File: config.mk
export PLATFORM = sky130hd
export DESIGN_NAME = intc_banked
export DESIGN_NICKNAME = d
export VERILOG_FILES = /design/src/rtl/intc_pkg.sv /design/src/rtl/intc_arbiter.sv /design/src/rtl/intc_bank.sv /design/src/rtl/intc_banked.sv
export SDC_FILE = /design/constraint.sdc
export NUM_CORES = 2
export LEC_CHECK = 0
export BUFFER_PORTS_ARGS = -buffer_cell sky130_fd_sc_hd__buf_2
export CAP_MARGIN = 20
export CORE_MARGIN = 4
export CORE_UTILIZATION = 45
export DETAILED_ROUTE_END_ITERATION = 7
export PLACE_DENSITY_LB_ADDON = 0.3
export SETUP_SLACK_MARGIN = 0.02
export SYNTH_ARGS = -nofsm -noshare
export SYNTH_HDL_FRONTEND = slang
export SYNTH_SLANG_ARGS = --single-unit
File: constraint.sdc
create_clock -name clk -period 110.6 [get_ports clk]
set_clock_uncertainty 0.15 [all_clocks]
set_input_delay 22.12 -clock clk [delete_from_list [all_inputs] [get_ports clk]]
set_output_delay 22.12 -clock clk [all_outputs]
set_load 0.02 [all_outputs]
File: src/rtl/intc_pkg.sv
package intc_pkg;
    localparam int LINES  = 32;
    localparam int PRIO_W = 5;
    localparam int DATA_W = 32;

    localparam logic [7:0] OFS_PEND     = 8'h00;
    localparam logic [7:0] OFS_MASK     = 8'h04;
    localparam logic [7:0] OFS_IRQ_CODE = 8'h10;
    localparam logic [7:0] OFS_FIQ_CODE = 8'h14;
    localparam logic [7:0] OFS_CTRL     = 8'h18;
    localparam logic [7:0] OFS_CFG_LO   = 8'h1C;
    localparam logic [7:0] OFS_CFG_HI   = 8'h98;
    localparam logic [7:0] OFS_SWSET    = 8'h9C;

    typedef logic [LINES-1:0] line_vec_t;
    typedef logic [LINES-1:0][PRIO_W-1:0] prio_arr_t;

    typedef struct packed {
        line_vec_t pend;
        line_vec_t mask;
        line_vec_t sens;   // 1 = level
        line_vec_t route;  // 1 = fast output
        line_vec_t inp;    // last sampled inputs
        prio_arr_t prio;
    } bank_state_t;
endpackage

File: src/rtl/intc_arbiter.sv
module intc_arbiter #(
    parameter int N  = 64,
    parameter int PW = 5,
    parameter int IW = 6
) (
    input  logic [N-1:0]    elig,
    input  logic [N*PW-1:0] prio_flat,
    output logic            any,
    output logic [IW-1:0]   win
);
    logic [PW-1:0] best;

    // Ascending scan with <= : a later (higher-numbered) line wins a tie.
    always_comb begin
        any  = 1'b0;
        best = '1;
        win  = '0;
        for (int i = 0; i < N; i++) begin
            if (elig[i] && (!any || prio_flat[i*PW +: PW] <= best)) begin
                any  = 1'b1;
                best = prio_flat[i*PW +: PW];
                win  = IW'(i);
            end
        end
    end
endmodule

File: src/rtl/intc_bank.sv
module intc_bank
    import intc_pkg::*;
(
    input  logic                clk,
    input  logic                rst_n,
    input  line_vec_t           line_in,
    input  logic                we,
    input  logic [7:0]          offs,
    input  logic [DATA_W-1:0]   wdata,
    input  logic                ack_en,
    input  logic [4:0]          ack_idx,
    output logic [DATA_W-1:0]   rdata,
    output line_vec_t           pend_o,
    output line_vec_t           mask_o,
    output line_vec_t           route_o,
    output logic [LINES*PRIO_W-1:0] prio_o
);
    bank_state_t st_q, st_d;
    line_vec_t   rise, fall, setv, clrv;
    logic        cfg_hit;
    logic [7:0]  cfg_rel;
    logic [4:0]  cfg_idx;

    assign cfg_hit = (offs >= OFS_CFG_LO) && (offs <= OFS_CFG_HI) && (offs[1:0] == 2'b00);
    assign cfg_rel = offs - OFS_CFG_LO;
    assign cfg_idx = cfg_rel[6:2];
    assign rise    = line_in & ~st_q.inp;
    assign fall    = st_q.inp & ~line_in;

    always_comb begin
        st_d     = st_q;
        st_d.inp = line_in;
        setv     = rise;
        clrv     = fall & st_q.sens;
        if (ack_en && !st_q.sens[ack_idx])
            clrv[ack_idx] = 1'b1;
        if (we) begin
            if (offs == OFS_PEND)
                clrv = clrv | (~wdata & ~(st_q.sens & line_in));
            else if (offs == OFS_MASK)
                st_d.mask = wdata;
            else if (offs == OFS_SWSET)
                setv = setv | (wdata & (~wdata + 32'd1));
            else if (cfg_hit) begin
                st_d.prio[cfg_idx]  = wdata[6:2];
                st_d.sens[cfg_idx]  = wdata[1];
                st_d.route[cfg_idx] = wdata[0];
            end
        end
        st_d.pend = (st_q.pend & ~clrv) | setv;
    end

    always_ff @(posedge clk or negedge rst_n) begin
        if (!rst_n) begin
            st_q      <= '0;
            st_q.mask <= '1;
        end else begin
            st_q <= st_d;
        end
    end

    always_comb begin
        rdata = '0;
        if (offs == OFS_PEND)
            rdata = st_q.pend;
        else if (offs == OFS_MASK)
            rdata = st_q.mask;
        else if (cfg_hit)
            rdata = {25'd0, st_q.prio[cfg_idx], st_q.sens[cfg_idx], st_q.route[cfg_idx]};
    end

    assign pend_o  = st_q.pend;
    assign mask_o  = st_q.mask;
    assign route_o = st_q.route;
    assign prio_o  = st_q.prio;

    // a rising input is pending after the edge
    a_r3_rise_sets: assert property (@(posedge clk) disable iff (!rst_n)
        1'b1 |=> ((st_q.pend & $past(rise)) == $past(rise)));

    // a level line with its input high survives a pending-clear write
    a_r5_level_holds: assert property (@(posedge clk) disable iff (!rst_n)
        (we && offs == OFS_PEND) |=>
        ((st_q.pend & $past(st_q.sens & line_in & st_q.pend)) == $past(st_q.sens & line_in & st_q.pend)));
endmodule

File: src/rtl/intc_banked.sv
module intc_banked
    import intc_pkg::*;
#(
    parameter int NUM_BANKS = 2,
    localparam int BANK_W   = (NUM_BANKS > 1) ? $clog2(NUM_BANKS) : 1,
    localparam int ADDR_W   = 8 + BANK_W,
    localparam int NL       = NUM_BANKS * LINES
) (
    input  logic              clk,
    input  logic              rst_n,
    input  logic [NL-1:0]     irq_lines,
    input  logic              bus_sel,
    input  logic              bus_wr,
    input  logic [ADDR_W-1:0] bus_addr,
    input  logic [31:0]       bus_wdata,
    output logic [31:0]       bus_rdata,
    output logic              irq_o,
    output logic              fiq_o
);
    localparam int CW = BANK_W + 5;

    typedef struct packed {
        logic [1:0]         agr;
        logic [1:0]         out;
        logic [1:0][CW-1:0] code;
        logic [31:0]        rdata;
    } top_state_t;

    top_state_t q, d;

    logic [7:0]        offs;
    logic [BANK_W-1:0] abank;
    logic              rd_code, rd_irq_code, ctrl_wr;
    logic [CW-1:0]     ack_code;
    logic [NUM_BANKS-1:0] hit;
    logic [31:0]       bank_rd [NUM_BANKS];
    logic [NL-1:0]     pend_all, mask_all, route_all;
    logic [NL*PRIO_W-1:0] prio_all;
    logic [1:0][NL-1:0]   elig;
    logic [1:0]           any;
    logic [1:0][CW-1:0]   win;

    assign offs        = bus_addr[7:0];
    assign abank       = bus_addr[ADDR_W-1:8];
    assign rd_irq_code = bus_sel && !bus_wr && hit[0] && offs == OFS_IRQ_CODE;
    assign rd_code     = rd_irq_code || (bus_sel && !bus_wr && hit[0] && offs == OFS_FIQ_CODE);
    assign ctrl_wr     = bus_sel && bus_wr && hit[0] && offs == OFS_CTRL;
    assign ack_code    = rd_irq_code ? q.code[0] : q.code[1];

    for (genvar b = 0; b < NUM_BANKS; b++) begin : g_bank
        assign hit[b] = (abank == BANK_W'(b));
        intc_bank u_bank (
            .clk     (clk),
            .rst_n   (rst_n),
            .line_in (irq_lines[b*LINES +: LINES]),
            .we      (bus_sel && bus_wr && hit[b]),
            .offs    (offs),
            .wdata   (bus_wdata),
            .ack_en  (rd_code && ack_code[CW-1:5] == BANK_W'(b)),
            .ack_idx (ack_code[4:0]),
            .rdata   (bank_rd[b]),
            .pend_o  (pend_all[b*LINES +: LINES]),
            .mask_o  (mask_all[b*LINES +: LINES]),
            .route_o (route_all[b*LINES +: LINES]),
            .prio_o  (prio_all[b*LINES*PRIO_W +: LINES*PRIO_W])
        );
    end

    assign elig[0] = pend_all & ~mask_all & ~route_all;
    assign elig[1] = pend_all & ~mask_all & route_all;

    for (genvar k = 0; k < 2; k++) begin : g_arb
        intc_arbiter #(.N(NL), .PW(PRIO_W), .IW(CW)) u_arb (
            .elig      (elig[k]),
            .prio_flat (prio_all),
            .any       (any[k]),
            .win       (win[k])
        );
    end

    always_comb begin
        d = q;
        for (int k = 0; k < 2; k++) begin
            if (q.agr[k] && any[k]) begin
                d.agr[k]  = 1'b0;
                d.out[k]  = 1'b1;
                d.code[k] = win[k];
            end
            if (ctrl_wr && bus_wdata[k]) begin
                d.agr[k] = 1'b1;
                d.out[k] = 1'b0;
            end
        end
        if (bus_sel && !bus_wr) begin
            d.rdata = '0;
            if (hit[0] && offs == OFS_IRQ_CODE)
                d.rdata = {27'd0, q.code[0][4:0]};
            else if (hit[0] && offs == OFS_FIQ_CODE)
                d.rdata = {27'd0, q.code[1][4:0]};
            else if (offs != OFS_CTRL && offs != OFS_IRQ_CODE && offs != OFS_FIQ_CODE) begin
                for (int b = 0; b < NUM_BANKS; b++)
                    if (hit[b]) d.rdata = bank_rd[b];
            end
        end
    end

    always_ff @(posedge clk or negedge rst_n) begin
        if (!rst_n) begin
            q     <= '0;
            q.agr <= 2'b11;
        end else begin
            q <= d;
        end
    end

    assign bus_rdata = q.rdata;
    assign irq_o     = q.out[0];
    assign fiq_o     = q.out[1];

    // normal output rises only from an armed flag and an eligible line
    a_r7_irq_rise_armed: assert property (@(posedge clk) disable iff (!rst_n)
        $rose(irq_o) |-> ($past(q.agr[0]) && $past(any[0])));

    // fast output rises only from an armed flag and a fast-routed line
    a_r12_fiq_rise_armed: assert property (@(posedge clk) disable iff (!rst_n)
        $rose(fiq_o) |-> ($past(q.agr[1]) && $past(any[1])));

    // the arbiter's winner is an eligible line
    a_r8_winner_eligible: assert property (@(posedge clk) disable iff (!rst_n)
        any[0] |-> elig[0][win[0]]);

    // a control write with bit 0 drops the normal output
    a_r10_ctrl_drop: assert property (@(posedge clk) disable iff (!rst_n)
        (ctrl_wr && bus_wdata[0]) |=> !irq_o);
endmodule

Yosys cells after proc, flatten, opt, wreduce, memory -nomap -nowiden
Index checks and enable logic that the tools add are counted.

storage, ports and cells
  register bits = 688
  bits in latches = 0
  bits in writable memories = 0
  bits in read-only memories = 0
  input bits = 109
  output and inout bits = 34
  word-level logic and storage cells = 1118
  memories = 0

cells by class
  add/sub/neg operators = 2
  $mul = 0
  div/mod/pow operators = 0
  magnitude comparators = 132
  equality and inequality tests = 8
  shifts and indexed selects = 0
  multiplexer cells = 441
  bitwise operators = 40
  reductions and logical operators = 414

operators by type and width
  operator               count
  $mux 5                 161
  $mux 32                22
  $le 5x5->1             126
  $and 32x32->32         13
  $mux 6                 65
  $bwmux 160             2
  $not 32->32            9
  $or 32x32->32          8
  $and 64x64->64         3
  $logic_and 1x1->1      150
  $mux 1                 146
  $logic_not 1->1        129
  $bwmux 32              4
  $not 64->64            2
  $logic_or 1x1->1       127
  $mux 4                 16
  $bmux 5 s5             2
  $add 32x1->32 const B  1
  $bmux 1 s5             6
  $demux 5 s5            1
  $eq 8x5->1 const B     3
  $mux 3                 8
  $ne 8x5->1 const B     3
  $mux 7                 2
  15 further kinds       28

Depth between registers and ports, before layout
  depth in word-level cells = 259
  mapped depth = 570
  gate-level depth less buffers = 541

Hierarchy
A second synthesis with hierarchy kept.

second synthesis, totals
  cells, all modules = 8569
  area, all modules = 73301.6 um^2

modules (own cells, without submodules)
  module                          times used  cells an instance  area an instance (um^2)
  intc_bank at g_bank[1].u_bank   1           1482               17842.1
  intc_arbiter at g_arb[1].u_arb  1           2667               17518.1
  intc_bank at g_bank[0].u_bank   1           1477               17359.1
  intc_arbiter at g_arb[0].u_arb  1           2572               16867.4
  intc_banked                     1           371                3714.8

Worst setup path after synthesis
Ideal clock, no wire load.

  path type = register -> register
  from = register g_bank[0].u_bank.st_q (netlist bit g_bank[0].u_bank.mask_o[0])
  to = register q[39] (netlist name)
  arrival = 100.712 ns
  slack = 9.597 ns
  stages on the path, launching flop included = 550
  path buffers = 28
  period minus slack after synthesis = 101.003 ns
  path through = dfstp_2 > nand3b_1 > nor2_1 > ha_1 > a21o_1 > a211o_1 > o22ai_1 > nand2_1 > o21ai_0 > inv_1 > ha_1 > a21o_1 > a21o_1 > nand2b_1 > a31oi_1 > mux2i_1 > ha_1 > and3_1 > [514 not listed] > a21oi_1 > a31oi_1 > a21o_1 > clkbuf_1 > nand2_1 > o21ai_0 > ha_1 > nor2b_1 > o21a_1 > o21ai_0 > nand2b_1 > a21oi_1 > a31oi_1 > o21ai_0 > a31oi_1 > nand2_1 > o32ai_1 > a31oi_1

between the ends
  longest elaborated chain between the ends = 257
  elaborated cells between the ends (all ways) = 445

RTL lines
  element                                        RTL line            source
  start: declaration                             intc_bank.sv:18     bank_state_t st_q, st_d;
  start signal: assignment                       intc_bank.sv:58     st_q <= st_d;
  $not 64->64 (*)                                intc_banked.sv:70   assign elig[1] = pend_all & ~mask_all & route_all;
  $and 64x64->64 (*) (2 in a row)                intc_banked.sv:70
  $mux 5 or $mux 1 (tied branches)               intc_arbiter.sv:19  if (elig[i] && (!any || prio_flat[i*PW +: PW] <= best)) begin
  $le 5x5->1 or $logic_not 1->1 (tied branches)  intc_arbiter.sv:19
  $logic_or 1x1->1                               intc_arbiter.sv:19
  $logic_and 1x1->1                              intc_arbiter.sv:19
  $mux 5 or $mux 1 (tied branches)               intc_arbiter.sv:19
  $le 5x5->1 or $logic_not 1->1 (tied branches)  intc_arbiter.sv:19
  [240 not listed]                               -
  $logic_or 1x1->1                               intc_arbiter.sv:19
  $logic_and 1x1->1                              intc_arbiter.sv:19
  $mux 5 or $mux 1 (tied branches)               intc_arbiter.sv:19
  $le 5x5->1 or $logic_not 1->1 (tied branches)  intc_arbiter.sv:19
  $logic_or 1x1->1                               intc_arbiter.sv:19
  $logic_and 1x1->1                              intc_arbiter.sv:19
  $mux 1                                         intc_arbiter.sv:19
  $logic_and 1x1->1                              intc_banked.sv:84   if (q.agr[k] && any[k]) begin
  end: declaration                               intc_banked.sv:29   top_state_t q, d;

Every way passes the cells marked *; elsewhere a longest branch is shown, timed or not.
A chain may end at the register's enable or synchronous reset.

Final worst setup path
  from = register g_bank[0].u_bank.st_q (netlist bit g_bank[0].u_bank.route_o[0])
  to = register q[36] (netlist name)

between the ends
  longest elaborated chain between the ends = 256
  elaborated cells between the ends (all ways) = 430

RTL lines
  element                                        RTL line            source
  $not 64->64 (*)                                intc_banked.sv:69   assign elig[0] = pend_all & ~mask_all & ~route_all;
  $and 64x64->64 (*)                             intc_banked.sv:69
  $mux 5 or $mux 1 (tied branches)               intc_arbiter.sv:19
  $le 5x5->1 or $logic_not 1->1 (tied branches)  intc_arbiter.sv:19
  $logic_or 1x1->1                               intc_arbiter.sv:19
  $logic_and 1x1->1                              intc_arbiter.sv:19
  $mux 5 or $mux 1 (tied branches)               intc_arbiter.sv:19
  $le 5x5->1 or $logic_not 1->1 (tied branches)  intc_arbiter.sv:19
  [240 not listed]                               -
  $logic_or 1x1->1                               intc_arbiter.sv:19
  $logic_and 1x1->1                              intc_arbiter.sv:19
  $mux 5 or $mux 1 (tied branches)               intc_arbiter.sv:19
  $le 5x5->1 or $logic_not 1->1 (tied branches)  intc_arbiter.sv:19
  $logic_or 1x1->1                               intc_arbiter.sv:19
  $logic_and 1x1->1                              intc_arbiter.sv:19
  $mux 1                                         intc_arbiter.sv:19
  $logic_and 1x1->1                              intc_banked.sv:84

Marked as above.

==> summary.txt <==
Status = finished with violations
Failing checks = design-rule violations
GRT overflow = 0
Post-synthesis sequential area ratio = 26.3%
Crit path launch type = flip-flop
TNS Setup = 0 ns
Placed Cells = 9684
WP data required = 111.07 ns
Post-Layout Cell Count = 9924
Syn Nets = 8234
Via count = 66600
Area delta synth->final = 13.7%
Vias in the first global route = 62200
Core Box Area = 144000 µm²
Largest net degree at the start of global routing = 159
Gate Count Post-Synth = 7612
DR vias/cell = 6.71
Most frequent cells in the layout = 856 x nand2_1, 621 x dfrtp_1, 591 x mux2_2
Slew headroom = 11.6%
FF+latch count, synth = 688
DP Area = 70200 µm²
DR iter-0 viols = 7807
Initial core utilization = 45.5%
Die area = 152000 µm²
WHS = 0.311 ns
Fillers = 13600
Hold Crit Class = flip-flop to flip-flop
Fraction of registers with async set/reset = 100%
DRC = 3
Num Clock Sinks = 688
MaxCap Viol Count = 0
Worst Setup Path Type = flip-flop to flip-flop
Synth cell types = 118
Nets = 8545
Site Rows = 139
Post-synth top flop = dfrtp_1
CP max stage delay = 0.65 ns
Total GRT Usage = 36.2%
CP endpoint kind = flip-flop
Num CTS Buffers = 83
RePlAce Congestion = 1.08
Fmax = 9.59 MHz
Worst-Margin Slew = 1.31 ns
RSZ-0062 raised after global routing = true
Die H = 390 µm
Post-synth EDFFs = 0
CP max stage cell = nor4b_1
Root Driver = clkbuf_16
Clk slew on worst S/H paths = 0.08 ns
Min Tclk post-route = 104.23 ns
CP Max Fanout = 14
Mapped Avg Cell Area = 8.63 µm²
Slew Limit Fails = 0
Fin crit share = 94.2%
Skew-Pair Late Insertion Delay = 0.74 ns
Drt first pass iters = 8
Routed Antenna Nets = 0
Hold Fails Final Rpt = 0
DP Wirelength = 222 mm
DR WL/cell = 29.0 µm
Top-Level Pins = 143
Most common cell after layout, fill and taps aside = nand2_1
H-Tree Depth = 3
YS warnings = 0
CTS tree = yes
WP data arrival = 104.70 ns
CP most frequent cell = ha_1
Initial antenna violation count = 47
Post-Syn Area = 65700 µm²
I/O Buffers = 142
Post-route cell area = 74700 µm²
Die X = 390 µm
Final WL = 288 mm
Worst-case clock buffer depth = 3
Layout cells sized above 1 = 23.2%
Setup violators final = 0
First-pass GRT wire length = 414 mm
[worst paths after layout]
check,cells after the start,slack [ns],from,endpoint
worst max register to register,483,6.37,g_bank[0].u_bank.route_o[0],q[36]
max in group asynchronous,5,85.31,rst_n,bus_rdata[10]
worst min register to register,1,0.31,g_bank[0].u_bank.st_q[180],g_bank[0].u_bank.pend_o[20]
worst max-delay path,483,6.37,g_bank[0].u_bank.route_o[0],q[36]
worst min-delay path,1,0.31,g_bank[0].u_bank.st_q[180],g_bank[0].u_bank.pend_o[20]
min in group asynchronous,1,21.27,rst_n,g_bank[0].u_bank.prio_o[131]
[stage by stage]
stage                     utilization, %  setup WS, ns
final                               51.7          6.37
after global routing                51.7        -0.584
after CTS                           50.7         0.154
after detailed placement            48.7         -3.92
after global placement              48.6         -3.92
after floorplan                        -          9.60
[final cells by class]
cell class                 instances  area (µm²)  area share (%)
tap                             1903        2380            3.19
inverter                         463        1740            2.33
clock inverter                    44         583           0.781
sequential                       688       17300            23.2
antenna                           28        70.1          0.0939
clock buffer                     111        2300            3.08
multi-input combinational       6139       46400            62.2
timing repair buffer             548        3830            5.13
[critical path: cells and delay by family (launching register included)]
| kind | cells | cell delay, ns |
|---|---|---|
| DFF | 1 | 0.47 |
| buffers and inverters | 26 | 3.17 |
| muxes | 21 | 6.84 |
| and+or+nand+nor | 117 | 20.45 |
| AOI/OAI and AO/OA | 254 | 54.92 |
| xor gates and xnor gates | 1 | 0.10 |
| adders and majority gates | 64 | 17.90 |
[synthesized netlist by cell type, types with 32 or more instances]
cell | number | area (µm²)
a211oi_1 | 62 | 465
a21o_1 | 211 | 1580
a21oi_1 | 468 | 2340
a221o_1 | 35 | 350
a221oi_1 | 52 | 455
a22o_1 | 35 | 307
a31oi_1 | 154 | 963
a32oi_1 | 32 | 280
and2_1 | 102 | 638
and3_1 | 137 | 857
and3b_1 | 47 | 412
buf_4 | 32 | 240
clkbuf_1 | 265 | 995
dfrtp_1 | 622 | 15600
dfstp_2 | 66 | 1730
ha_1 | 513 | 6420
inv_1 | 460 | 1730
maj3_1 | 42 | 420
mux2_2 | 591 | 6660
mux2i_1 | 89 | 891
mux4_2 | 129 | 2910
nand2_1 | 859 | 3220
nand2b_1 | 73 | 457
nand3_1 | 192 | 961
nand3b_1 | 54 | 405
nand4_1 | 34 | 213
nor2_1 | 532 | 2000
nor2b_1 | 73 | 457
nor3_1 | 106 | 531
nor3b_1 | 62 | 465
o211ai_1 | 62 | 465
o21a_1 | 105 | 788
o21ai_0 | 415 | 2080
o221ai_1 | 37 | 324
o22ai_1 | 61 | 382
o31ai_1 | 54 | 405
or2_2 | 59 | 369
or3_1 | 35 | 219
or3b_2 | 43 | 377
xnor2_1 | 60 | 526
[timing repair]
item | CTS | global route
hold endpoints to repair | 0 | 0
buffers inserted | 0 | 52
pin swaps | 0 | 35
resized for setup | 21 | 218
cloned | 0 | 2
hold buffers | 0 | 0
setup endpoints to repair | 6 | 12
[cell families after synthesis]
family,Yosys count,synth area share (%)
simple gates,2499,18.7
compound gates,2200,22.9
mux,812,16.0
buf+inv,787,4.71
flops,688,26.3
fa+ha+maj,555,10.4
xor+xnor,71,0.947
[metal layers]
layer,GRT usage (%),vias to the layer above,part of all wire [%]
li1,-,29100,-
met4,21.4,18,7.0
met2,54.6,3784,43
met1,47.2,32800,40
met5,0,-,0.039
met3,8.71,842,11
[flip-flops by register name (all words and copies together), names as in the netlist]
signal / count
g_bank.u_bank.prio_o: 320
g_bank.u_bank.route_o: 64
g_bank.u_bank.mask_o: 64
bus_rdata: 32
g_bank.u_bank.st_q: 128
irq_o: 1
q: 14
fiq_o: 1
g_bank.u_bank.pend_o: 64
Power is not shown: default switching activity piles up to over one toggle a cycle in this logic, so the estimate is an artifact.
